[config.mk]
export PLATFORM = sky130hd
export DESIGN_NAME = esb_pq_top
export DESIGN_NICKNAME = d
export VERILOG_FILES = /design/src/rtl/esb_pq_pkg.sv /design/src/rtl/esb_edge_capture.sv /design/src/rtl/esb_pq_array.sv /design/src/rtl/esb_pq_top.sv
export SDC_FILE = /design/constraint.sdc
export NUM_CORES = 1
export LEC_CHECK = 0
export BUFFER_PORTS_ARGS = -buffer_cell sky130_fd_sc_hd__buf_2
export CAP_MARGIN = 10
export CORE_MARGIN = 5
export CORE_UTILIZATION = 35
export CTS_BUF_LIST = sky130_fd_sc_hd__clkbuf_4
export CTS_CLUSTER_DIAMETER = 60
export DETAILED_ROUTE_END_ITERATION = 10
export HOLD_SLACK_MARGIN = 0.08
export PLACE_DENSITY = 0.58
export SYNTH_ARGS = -nofsm -noshare
export SYNTH_HDL_FRONTEND = slang
export SYNTH_HIERARCHICAL = 1
export SYNTH_SLANG_ARGS = --single-unit
[constraint.sdc]
create_clock -name clk -period 7 [get_ports clk]
set_input_delay 0.7 -clock clk [delete_from_list [all_inputs] [get_ports clk]]
set_output_delay 0.7 -clock clk [all_outputs]
set_load 0.01 [all_outputs]
[src/rtl/esb_pq_pkg.sv]
package esb_pq_pkg;

  localparam int PAGE_SEL_W = 4;

  typedef logic [1:0] pq_t;

  localparam pq_t PQ_IDLE   = 2'b00;
  localparam pq_t PQ_MASKED = 2'b01;
  localparam pq_t PQ_PEND   = 2'b10;
  localparam pq_t PQ_QUEUED = 2'b11;

  typedef enum logic [2:0] {
    OP_NONE,
    OP_QUERY,
    OP_LOAD_EOI,
    OP_STORE_EOI,
    OP_UNMASK,
    OP_MASK,
    OP_TRIGGER
  } esb_op_e;

  typedef struct packed {
    pq_t  pq;
    logic notify;
  } pq_step_t;

  // Direction plus offset selector chooses the operation; data plays no part.
  function automatic esb_op_e decode_access(logic is_store, logic trig_page,
                                            logic [PAGE_SEL_W-1:0] sel);
    esb_op_e op;
    if (trig_page) begin
      op = is_store ? OP_TRIGGER : OP_QUERY;
    end else if (is_store) begin
      op = (sel == 4'h4) ? OP_STORE_EOI : OP_NONE;
    end else begin
      unique case (sel)
        4'h0:    op = OP_LOAD_EOI;
        4'hC:    op = OP_UNMASK;
        4'hD:    op = OP_MASK;
        default: op = OP_QUERY;
      endcase
    end
    return op;
  endfunction

  function automatic logic op_returns_data(esb_op_e op);
    return (op == OP_QUERY) || (op == OP_LOAD_EOI) ||
           (op == OP_UNMASK) || (op == OP_MASK);
  endfunction

  function automatic pq_step_t pq_next(esb_op_e op, pq_t cur);
    pq_step_t r;
    r.pq     = cur;
    r.notify = 1'b0;
    unique case (op)
      OP_TRIGGER: begin
        if (cur == PQ_IDLE) begin
          r.pq     = PQ_PEND;
          r.notify = 1'b1;
        end else if (cur == PQ_PEND) begin
          r.pq = PQ_QUEUED;
        end
      end
      OP_LOAD_EOI, OP_STORE_EOI: begin
        if (cur == PQ_PEND) begin
          r.pq = PQ_IDLE;
        end else if (cur == PQ_QUEUED) begin
          r.pq     = PQ_PEND;
          r.notify = 1'b1;
        end
      end
      OP_UNMASK: r.pq = PQ_IDLE;
      OP_MASK:   r.pq = PQ_MASKED;
      default:   r.pq = cur;
    endcase
    return r;
  endfunction

endpackage

[src/rtl/esb_edge_capture.sv]
module esb_edge_capture #(
  parameter int NSRC  = 8,
  parameter int SRC_W = 3
) (
  input  logic             clk,
  input  logic             rst,
  input  logic [NSRC-1:0]  line,
  input  logic             busy,
  output logic             grant_valid,
  output logic [SRC_W-1:0] grant_src
);

  logic [NSRC-1:0] line_q;
  logic [NSRC-1:0] pend_q;
  logic [NSRC-1:0] rise;
  logic [NSRC-1:0] grant_mask;

  assign rise = line & ~line_q;

  // Lowest pending index wins when the access channel is free.
  always_comb begin
    grant_valid = 1'b0;
    grant_src   = '0;
    if (!busy) begin
      for (int i = NSRC - 1; i >= 0; i--) begin
        if (pend_q[i]) begin
          grant_valid = 1'b1;
          grant_src   = SRC_W'(i);
        end
      end
    end
  end

  always_comb begin
    grant_mask = '0;
    for (int i = 0; i < NSRC; i++) begin
      grant_mask[i] = grant_valid && (grant_src == SRC_W'(i));
    end
  end

  always_ff @(posedge clk) begin
    if (rst) begin
      line_q <= '0;
      pend_q <= '0;
    end else begin
      line_q <= line;
      pend_q <= (pend_q & ~grant_mask) | rise;
    end
  end

endmodule

[src/rtl/esb_pq_array.sv]
module esb_pq_array
  import esb_pq_pkg::*;
#(
  parameter int NSRC  = 8,
  parameter int SRC_W = 3
) (
  input  logic              clk,
  input  logic              rst,
  input  logic              op_valid,
  input  esb_op_e           op,
  input  logic [SRC_W-1:0]  src,
  output logic [2*NSRC-1:0] pq_all,
  output logic              rd_valid,
  output logic [1:0]        rd_pq,
  output logic              notif_valid,
  output logic [SRC_W-1:0]  notif_src
);

  pq_t      pq_q [NSRC];
  pq_t      cur;
  logic     in_range;
  pq_step_t nxt;

  assign in_range = (int'(src) < NSRC);
  assign cur      = in_range ? pq_q[src] : PQ_MASKED;
  assign nxt      = pq_next(op, cur);

  for (genvar g = 0; g < NSRC; g++) begin : g_flat
    assign pq_all[2*g +: 2] = pq_q[g];
  end

  always_ff @(posedge clk) begin
    if (rst) begin
      for (int i = 0; i < NSRC; i++) pq_q[i] <= PQ_MASKED;
      rd_valid    <= 1'b0;
      rd_pq       <= '0;
      notif_valid <= 1'b0;
      notif_src   <= '0;
    end else begin
      rd_valid    <= op_valid && op_returns_data(op);
      notif_valid <= op_valid && in_range && nxt.notify;
      if (op_valid) rd_pq <= cur;
      if (op_valid && nxt.notify) notif_src <= src;
      if (op_valid && in_range) pq_q[src] <= nxt.pq;
    end
  end

endmodule

[src/rtl/esb_pq_top.sv]
module esb_pq_top
  import esb_pq_pkg::*;
#(
  parameter int NSRC  = 8,
  parameter int SRC_W = (NSRC > 1) ? $clog2(NSRC) : 1
) (
  input  logic                  clk,
  input  logic                  rst,
  input  logic                  acc_valid,
  input  logic                  acc_store,
  input  logic                  acc_trig_page,
  input  logic [SRC_W-1:0]      acc_src,
  input  logic [PAGE_SEL_W-1:0] acc_ofs_hi,
  input  logic [NSRC-1:0]       src_line,
  output logic                  rd_valid,
  output logic [1:0]            rd_pq,
  output logic                  notif_valid,
  output logic [SRC_W-1:0]      notif_src
);

  logic              grant_valid;
  logic [SRC_W-1:0]  grant_src;
  logic              op_valid;
  esb_op_e           op;
  logic [SRC_W-1:0]  op_src;
  logic [2*NSRC-1:0] pq_all;

  esb_edge_capture #(.NSRC(NSRC), .SRC_W(SRC_W)) edge_i (
    .clk        (clk),
    .rst        (rst),
    .line       (src_line),
    .busy       (acc_valid),
    .grant_valid(grant_valid),
    .grant_src  (grant_src)
  );

  // Accesses take the state port first; held line edges fill idle cycles.
  always_comb begin
    if (acc_valid) begin
      op_valid = 1'b1;
      op       = decode_access(acc_store, acc_trig_page, acc_ofs_hi);
      op_src   = acc_src;
    end else begin
      op_valid = grant_valid;
      op       = grant_valid ? OP_TRIGGER : OP_NONE;
      op_src   = grant_src;
    end
  end

  esb_pq_array #(.NSRC(NSRC), .SRC_W(SRC_W)) state_i (
    .clk        (clk),
    .rst        (rst),
    .op_valid   (op_valid),
    .op         (op),
    .src        (op_src),
    .pq_all     (pq_all),
    .rd_valid   (rd_valid),
    .rd_pq      (rd_pq),
    .notif_valid(notif_valid),
    .notif_src  (notif_src)
  );

endmodule

==> results_dict.tcl <==
set metrics [dict create \
    finalSetupViolCount 0 \
    skew_ps 12.7 \
    die_w_um 86.1 \
    start_util 0.363 \
    hold_end "state_i/notif_src[1]" \
    r2r_slack_ps 3820 \
    hp-start "state_i/notif_src[1]" \
    routabilityCongestion 0.746 \
    slew_headroom 0.614 \
    firstDrtPassIters 4 \
    syn_avg_cell_area_um2 10.3 \
    syn_inst 196 \
    cellLeakagePower_nw 0.848 \
    post-cts-setup-buffer-count 0 \
    yosysTopAreaCell "edfxtp_1" \
    drc_errors 0 \
    cts.sinks 39 \
    reg2reg_depth 9 \
    hold_buffers 0 \
    ctsResizeCount 0 \
    post_drt_wl_per_cell_um 14.5 \
    criticalPathCategory "reg2reg" \
    cp.arrival_ps 3270 \
    slew_violations 0 \
    die_height_um 86.1 \
    ctsLongestPathBuffers 2 \
    synth_most_common_cell "dfxtp_1" \
    cts_tree "done" \
    vias 1505 \
    wirelength_um 4240 \
    path_max_fanout 13 \
    yosys_register_bits 39 \
    dp_hpwl_um 3070 \
    h-tree-depth 2 \
    synth_edf_count 16 \
    clkLatencyLatePin_ps 340 \
    drv_cap 0 \
    die_area_um2 7410 \
    status "complete, no violations" \
    grt_pass1_wl_um 7030 \
    clk_pin_slew_ps 120 \
    cp-end-kind "flip-flop" \
    grt-ovfl-total 0 \
    seq_area_frac_synth 0.464 \
    synth_area_um2 2030 \
    worstMarginPinSlew_ps 576 \
    wl_met2_um 1820 \
    nets 240 \
    drtIter0Drc 98 \
    min_period_ps 3180 \
    synth_area_leaders "edfxtp_1, dfxtp_1, nand2b_1" \
    r2r_end "state_i/pq_q[1][1]" \
    worst_slack_ps 3820 \
    synth_ff_type "dfxtp_1" \
    root_buffer "clkbuf_4" \
    antennaDiodeCount 0 \
    synth_warnings 6 \
    core_um2 5570 \
    whs_ps 485 \
    setup_tns_ps 0 \
    antenna_left 0 \
    area_growth_pct 13.8 \
    cts_buffers 5 \
    drt-met1-wl_um 2090 \
    p_per_area_nw_per_um2 236 \
    grt_max_degree 34 \
    io_pins 27 \
    port_buffers 26 \
    start_kind "flip-flop" \
    rows 27 \
    ys_types 47 \
    synthArstFlopShare 0 \
    worstPathRequired_ps 7090 \
    worstHoldPathCells 2 \
    layout-drive-gt1-share 0.235 \
    grt_util_all_layers 0.121 \
    top_layer_used "met4" \
    synth_commonest_cells "dfxtp_1, edfxtp_1, nor2_1" \
    yosysTopAreaCellShare 0.237 \
    synth_nets 216 \
    r2r_start "edge_i/pend_q[7]" \
    grt_setup_unrepaired "no" \
    grt_pass1_vias 1424 \
    nFillCells 563 \
    fmax_mhz 315 \
    preCtsSetupSlack_ps 3490 \
    timing_hold_violations_final 0 \
    vias_per_cell 5.14 \
    timing.final.crit_share 0.454 \
    wl_met3_um 271 \
    hold_class "reg2reg" \
    p_total_mw 0.543 \
    antenna_found_initial 0 \
    vdd.ir_drop.worst_v 0.0000796 \
]
worst max-delay path: stages, from the launching register on:
cell       delay (ps)
dfxtp_1           400
nor2b_1           150
o21bai_1           90
a2111oi_0         340
mux2_2            420
mux4_1            620
mux2i_2           390
a21oi_1           180
a2bb2oi_4         270
nor4_1             80
kinds of logic (layout without fill, tap and decap cells):
logic type | Yosys count | in the layout | synth area share
flip-flops | 39 | 39 | 0.464
multiplexers | 12 | 12 | 0.0994
XOR/XNOR | 1 | 1 | 0.00432
AO/OA/AOI/OAI | 40 | 40 | 0.162
buffers and inverters | 19 | 44 | 0.0408
AND/OR/NAND/NOR | 85 | 85 | 0.229
layer usage:
layer  vias to the layer above  track usage
met2                        31        0.174
met1                       693        0.168
met4                         0       0.0460
met5                         -            0
met3                         6       0.0403
li1                        775            -
state kept, by name (all words and copies together), names as in the netlist:
register             cells
edge_i/line_q            8
state_i/pq_q            16
state_i/rd_valid         1
edge_i/pend_q            8
state_i/notif_valid      1
state_i/notif_src        3
state_i/rd_pq            2
power by group:
group / internal, mW / total [mW] / switching, mW
Sequential: 0.249 / 0.256 / 0.00653
Combinational: 0.0409 / 0.0993 / 0.0583
Clock: 0.115 / 0.189 / 0.0732
cell usage in the layout (no fill, tap or decap), types with 7 or more instances in the layout:
master,instances
buf_2,26
nand3_1,7
dfxtp_1,23
a21oi_1,9
nor2b_1,13
nor2_1,16
nand2b_1,14
nand2_1,11
inv_1,10
edfxtp_1,16
nor3_1,8
worst max-delay path by stage:
stage                           startpoint                  to  slack, ps  depth (start not counted)
after floorplan                  acc_valid  state_i/pq_q[0][1]       4030                         10
after global placement           acc_valid  state_i/pq_q[0][1]       3580                          9
after detailed placement         acc_valid  state_i/pq_q[6][1]       3490                          9
after CTS                 edge_i/pend_q[1]  state_i/pq_q[6][1]       3810                          8
after global routing      edge_i/pend_q[1]  state_i/pq_q[1][1]       3490                          8
final                     edge_i/pend_q[7]  state_i/pq_q[1][1]       3820                          9
final cells by class:
type	count	area, µm²	share of cell area
Sequential cell	39	941	0.408
Clock buffer	6	45.0	0.0195
Clock inverter	2	60.1	0.0260
Timing Repair Buffer	26	130	0.0564
Tap cell	72	90.1	0.0391
Multi-Input combinational cell	138	1000	0.435
Inverter	10	37.5	0.0163
through the flow:
step / cell area [µm²] / util / instances
final: 2310 / 0.414 / 293
after global routing: 2310 / 0.414 / 293
after CTS: 2310 / 0.414 / 293
after detailed placement: 2200 / 0.395 / 285
after global placement: 2200 / 0.395 / 285
after floorplan: 2030 / - / 196
Power figures use the tool's default switching activity.
